File: src/rtl/hsum_coalescer.sv
module hsum_coalescer #(
  parameter int NDEV = 16,
  parameter int NGRP = 2,
  parameter int TW   = 32
) (
  input  logic            clk,
  input  logic            rst_n,
  input  logic            en_cmd,
  input  logic            dly_wr,
  input  logic [TW-1:0]   dly_data,
  input  logic [TW-1:0]   now,
  input  logic [NDEV-1:0] dev_evt,
  input  logic [NDEV-1:0] dev_clr,
  input  logic [NGRP-1:0] grp_clr,
  input  logic            glob_tc,
  output logic [NDEV-1:0] dev_flags,
  output logic [NGRP-1:0] grp_flags,
  output logic            glob_flag,
  output logic            irq
);
  localparam int GSZ = NDEV / NGRP;

  logic [NDEV-1:0] dev_q;
  logic [NGRP-1:0] grp_q, grp_pend_q, grp_hit;
  logic            glob_q, glob_pend_q;
  logic            en_q, fired_q, irq_q;
  logic [TW-1:0]   dly_q, stamp_q, elapsed;
  logic            rearm, fire;

  for (genvar g = 0; g < NGRP; g++) begin : g_grp
    assign grp_hit[g] = |dev_evt[g*GSZ +: GSZ];
  end

  assign elapsed = now - stamp_q;
  assign rearm   = glob_pend_q & (~glob_q | glob_tc);
  assign fire    = en_q & glob_q & ~glob_tc & ~fired_q & (elapsed > dly_q) & (|dev_q);

  always_ff @(posedge clk) begin
    if (!rst_n) begin
      dev_q       <= '0;
      grp_q       <= '0;
      grp_pend_q  <= '0;
      glob_q      <= 1'b0;
      glob_pend_q <= 1'b0;
      en_q        <= 1'b0;
      fired_q     <= 1'b0;
      irq_q       <= 1'b0;
      dly_q       <= '0;
      stamp_q     <= '0;
    end else begin
      dev_q       <= (dev_q & ~dev_clr) | dev_evt;
      grp_pend_q  <= grp_hit;
      grp_q       <= (grp_q & ~grp_clr) | grp_pend_q;
      glob_pend_q <= |grp_pend_q;
      glob_q      <= (glob_q & ~glob_tc) | glob_pend_q;
      if (en_cmd) en_q <= 1'b1;
      if (dly_wr && en_q) dly_q <= dly_data;
      if (rearm) begin
        stamp_q <= now;
        fired_q <= 1'b0;
      end else if (fire) begin
        fired_q <= 1'b1;
      end
      irq_q <= fire;
    end
  end

  assign dev_flags = dev_q;
  assign grp_flags = grp_q;
  assign glob_flag = glob_q;
  assign irq       = irq_q;
endmodule


File: config.mk
export PLATFORM = sky130hd
export DESIGN_NAME = hsum_coalescer
export DESIGN_NICKNAME = d
export VERILOG_FILES = /design/src/rtl/hsum_coalescer.sv
export SDC_FILE = /design/constraint.sdc
export NUM_CORES = 1
export LEC_CHECK = 0
export ABC_AREA = 1
export BUFFER_PORTS_ARGS = -buffer_cell sky130_fd_sc_hd__buf_2
export CORE_MARGIN = 2
export CORE_UTILIZATION = 29
export CTS_CLUSTER_DIAMETER = 60
export DETAILED_ROUTE_END_ITERATION = 8
export SLEW_MARGIN = 15
export SYNTH_ARGS = -nofsm -noshare
export SYNTH_HDL_FRONTEND = slang
export SYNTH_SLANG_ARGS = --single-unit
File: constraint.sdc
create_clock -name clk -period 2.6 [get_ports clk]
set_input_delay 0.26 -clock clk [delete_from_list [all_inputs] [get_ports clk]]
set_output_delay 0.26 -clock clk [all_outputs]
set_load 0.05 [all_outputs]
# After elaboration in Yosys (flattened, before gate mapping)
# Index checks and enable logic that the tools add are counted.
# totals
register_bits	89
in_bits	103
out_inout_bits	20
wordCells	37
# classes
addsub	1
magnitude_cmp	1
bitwise_logic	19
n_reduce_logical	6
# ops
op	n
> comparator 32 bit	1
subtractor 32 bit	1
AND 16 bit	1
inverter 16 bit	1
bitwise OR 16 bit	1
OR reduction 16 bit	1
OR reduction 8 bit	2
AND 1 bit	7
inverter 1 bit	4
OR reduction 2 bit	2
AND 2 bit	1
inverter 2 bit	1
bitwise OR 1 bit	2
bitwise OR 2 bit	1
logical AND 1 bit	1

# Longest topological paths before layout
# depth
depth_word	5
depth_mapped	26
mapped_depth_nobuf	26

# Least setup slack after synthesis
# No wires, ideal clock.
# synth_path
kind	input to register
from	input now[0]
to	register fired_q
setup_time_ns	0.117
arrival_time_ns	2.524
required_time_ns	2.483
setup_slack_ns	-0.040
cell_stages	25
n_path_buf	0
path_cell_list	inv_1 > ha_1 > inv_1 > fa_1 > nand2_1 > nand2_1 > nand3b_4 > nand2_4 > nand2_2 > nand2_2 > nand2_2 > nand2_2 > nand2_1 > nand2_1 > nand2_1 > nand2_1 > ha_1 > nand2_1 > nor2_1 > and2_1 > nand3_1 > nor2_1 > nor2_1 > nand2_1 > a21oi_1
# synth_between
elab_chain_len	4
# synth_lines
item	line	source
start, declared	11	input logic [TW-1:0] now,
subtractor 32 bit	34	assign elapsed = now - stamp_q;
> comparator 32 bit	36	assign fire = en_q & glob_q & ~glob_tc & ~fired_q & (elapsed > dly_q) & (|dev_q);
AND 1 bit (2 in a row)	36	
end signal, assigned	46	fired_q <= 1'b0;
end signal, assigned	60	fired_q <= 1'b0;
end signal, assigned	62	fired_q <= 1'b1;
end, declared	26	logic en_q, fired_q, irq_q;
# No other way between the ends.
# A chain may end at the register's enable or synchronous reset.

# Worst setup path in the final report
# layout_path
from	register stamp_q[0]
to	register irq_q (netlist: irq)
# layout_between
elab_chain_len	4
# layout_lines
item	line	source
start, declared	27	logic [TW-1:0] dly_q, stamp_q, elapsed;
start signal, assigned	59	stamp_q <= now;
subtractor 32 bit	34	
> comparator 32 bit	36	
AND 1 bit (2 in a row)	36	
end signal, assigned	64	irq_q <= fire;
end, declared	26	
# No other way between the ends.

==> results.toml <==
[outcome]
outcome = "complete, but fails checks"
violations = "negative setup slack"

[yosys]
synth_edf_count = 0
dominantRegCellSynth = "dfxtp_1"
ys_types = 36
seq_area_frac_synth = 0.305
synth_nets = 1016
netlist_instances = 849
ys_warn_count = 0
synth_seq_cells = 89
syn_avg_cell_area_um2 = 6.87
async_flop_share = 0
syn-cell-area_um2 = 5830

[floorplan]
start_util = 0.298
dieArea_um2 = 21300
num_io_pins = 123
dieHeight_um = 146
num_rows = 51
die_w_um = 146
core_area_um2 = 19600

[final_layout]
multi_input_area_um2 = 4110
drive_above_1_share = 0.348
fill_cells = 2021
num-nets-final = 1232
diodes = 0
seq_area_um2 = 1780
final_cell_mix = "buf_2, inv_1, nand2_1, buf_4, a21oi_1"
area_growth_pct = 44.0
layout_commonest_cell = "buf_2"

[clocking]
cts_tree = "yes"
cts_buffer_depth = 2
cts_sinks = 89
postCtsHoldBufs = 0
cts-htree-levels = 3
cts_buffers = 9
cts_root_buffer = "clkbuf_16"
path_clk_slew_ns = 0.07
clk_latency_ns = 0.35

[timing]
min_period_ns = 2.82
maxSlewHeadroom = 0.508
hold_viol = 0
rsz0062_at_grt = "yes"
tightestPinTransition_ns = 0.738
fin_ws_ns = -0.216
post-route-period-util = 1.08
whs_ns = 0.103
setup_viol = 2
final_max_slew_viol_count = 0
fmax_ghz = 0.355
skew_ns = 0.00793

[critical_path]
worst-path-max-fanout = 4
crit_start = "stamp_q[0]$_SDFFE_PN0P_"
critPathArrivalTime_ns = 3.03
r2r_start = "stamp_q[0]$_SDFFE_PN0P_"
crit_required_ns = 2.81
path_class = "reg2reg"
critPathCapture = "irq$_SDFF_PN0_"
cp-end-kind = "flop"
crit_path_start_kind = "flop"
reg2reg_depth = 25
r2r_end = "irq$_SDFF_PN0_"
r2r_slack_ns = -0.22

[drt]
viasPerCell = 4.56
postRouteWirelength_um = 17500
vias = 6088
top_layer = "met4"
dr_wl_met2_um = 7860
wl_met3_um = 1120
initialDrtViolationCount = 215
antenna_left = 0
dr.pass1.iters = 4
m1WireLength_um = 8120
drc = 0
routedWlPerCell_um = 13.1

[grt]
grt_overflow = 0
grt_pass1_vias = 6049
antenna_found_initial = 0
grt_max_degree = 63
grt_pass1_wl_um = 28500
track_usage = 0.164

[job]
cap_violations = 0

[worst_hold_path]
hp-class = "in2reg"

[pwr]
p_leak_nw = 3.81
total_power_w = 0.00483
powerDensity_nw_per_um2 = 575
vdd_drop_max_mv = 0.331

[placed_design]
io_buffers = 122
gp_congestion = 0.895
dpl.hpwl_um = 13600
[final cells by class]
class	count	area share
Clock buffer	10	0.0284
Clock inverter	6	0.00849
Inverter	127	0.0567
Multi-Input combinational cell	612	0.489
Sequential cell	89	0.212
Tap cell	265	0.0395
Timing Repair Buffer	226	0.166
[worst min path at each step]
stage,slack [ns],from,endpoint,cells after the start
2_1_floorplan,0.38,en_cmd,en_q$_SDFFE_PN0P_,2
3_3_place_gp,0.44,grp_flags[0]$_SDFF_PN0_,grp_flags[0]$_SDFF_PN0_,2
3_5_place_dp,0.45,stamp_q[27]$_SDFFE_PN0P_,stamp_q[27]$_SDFFE_PN0P_,2
4_1_cts,0.09,en_cmd,en_q$_SDFFE_PN0P_,3
5_1_grt,0.12,en_cmd,en_q$_SDFFE_PN0P_,3
6_report,0.10,en_cmd,en_q$_SDFFE_PN0P_,3
[metal layers]
metal,vias up,GRT usage
li1,3215,-
met1,2698,0.209
met2,148,0.267
met3,27,0.0448
met4,0,0.0603
met5,-,0
[worst max-delay path, cell delays in order (launching register included)]
cell      delay [ns]
dfxtp_2         0.35
ha_4            0.12
inv_2           0.05
fa_2            0.36
nand2_2         0.07
nand2_2         0.07
nand3b_4        0.09
nand2_4         0.07
nand2_2         0.07
nand2_2         0.07
nand2_2         0.10
buf_4           0.12
buf_4           0.09
o21ai_2         0.05
xor2_1          0.14
ha_1            0.18
nand2_1         0.06
nand2_1         0.04
nand2_1         0.05
nand2_1         0.05
nand2_1         0.06
nand3_1         0.08
a21oi_2         0.13
nand2_1         0.07
nand2_2         0.08
nor2_1          0.04
[power by group]
| part | internal [W] | leakage [nW] | total, W | switching, W |
|---|---|---|---|---|
| logic | 0.000871 | 2.92 | 0.00195 | 0.00108 |
| registers | 0.00146 | 0.737 | 0.00149 | 0.0000339 |
| clock network | 0.000784 | 0.151 | 0.00138 | 0.000597 |
[Yosys cell counts, drive strengths merged (2+ instances only)]
cell type / n / area share
nor3: 8 / 0.0077
inv: 127 / 0.082
nor4: 11 / 0.016
clkbuf: 19 / 0.012
o21a: 3 / 0.0039
buf: 2 / 0.0013
xnor2: 3 / 0.0045
nand3b: 3 / 0.0060
dfxtp: 89 / 0.31
ha: 63 / 0.14
nor2: 102 / 0.069
o21bai: 5 / 0.0064
xor2: 15 / 0.023
o21ai: 85 / 0.074
nand4: 4 / 0.0043
nand2: 146 / 0.099
a21o: 7 / 0.0090
a21oi: 123 / 0.11
nand3: 30 / 0.027
[metrics by stage]
stage          cells  area (µm²)  setup slack, ns  TNS (ns)   util
4_1_cts         1331        8140           -0.142    -0.264  0.415
6_report        1335        8400           -0.216    -0.412  0.429
3_5_place_dp    1310        7420           -0.365    -0.706  0.379
3_3_place_gp    1310        7420           -0.350    -0.684  0.379
2_1_floorplan    849        5840           0.0106         0      -
5_1_grt         1335        8400           -0.391    -0.760  0.429
[repair_timing]
item | 4_1_cts | 5_1_grt
pin swaps | 15 | 13
gates cloned | 0 | 0
endpoints found under the setup margin | 2 | 2
buffers inserted | 5 | 4
resized for setup | 71 | 44
[cell families after synthesis]
kind of cell / Yosys count / share of synthesized area
simple gates: 307 / 0.232
compound gates: 223 / 0.202
buf+inv: 148 / 0.0952
flops: 89 / 0.305
fa+ha+maj: 64 / 0.139
xor+xnor: 18 / 0.0270
[registers in the layout (all words and copies together) (netlist names), 2 cells and up]
name / count
dly_q: 32
grp_flags: 2
grp_pend_q: 2
dev_flags: 16
stamp_q: 32
(Power assumes the default switching activity.)
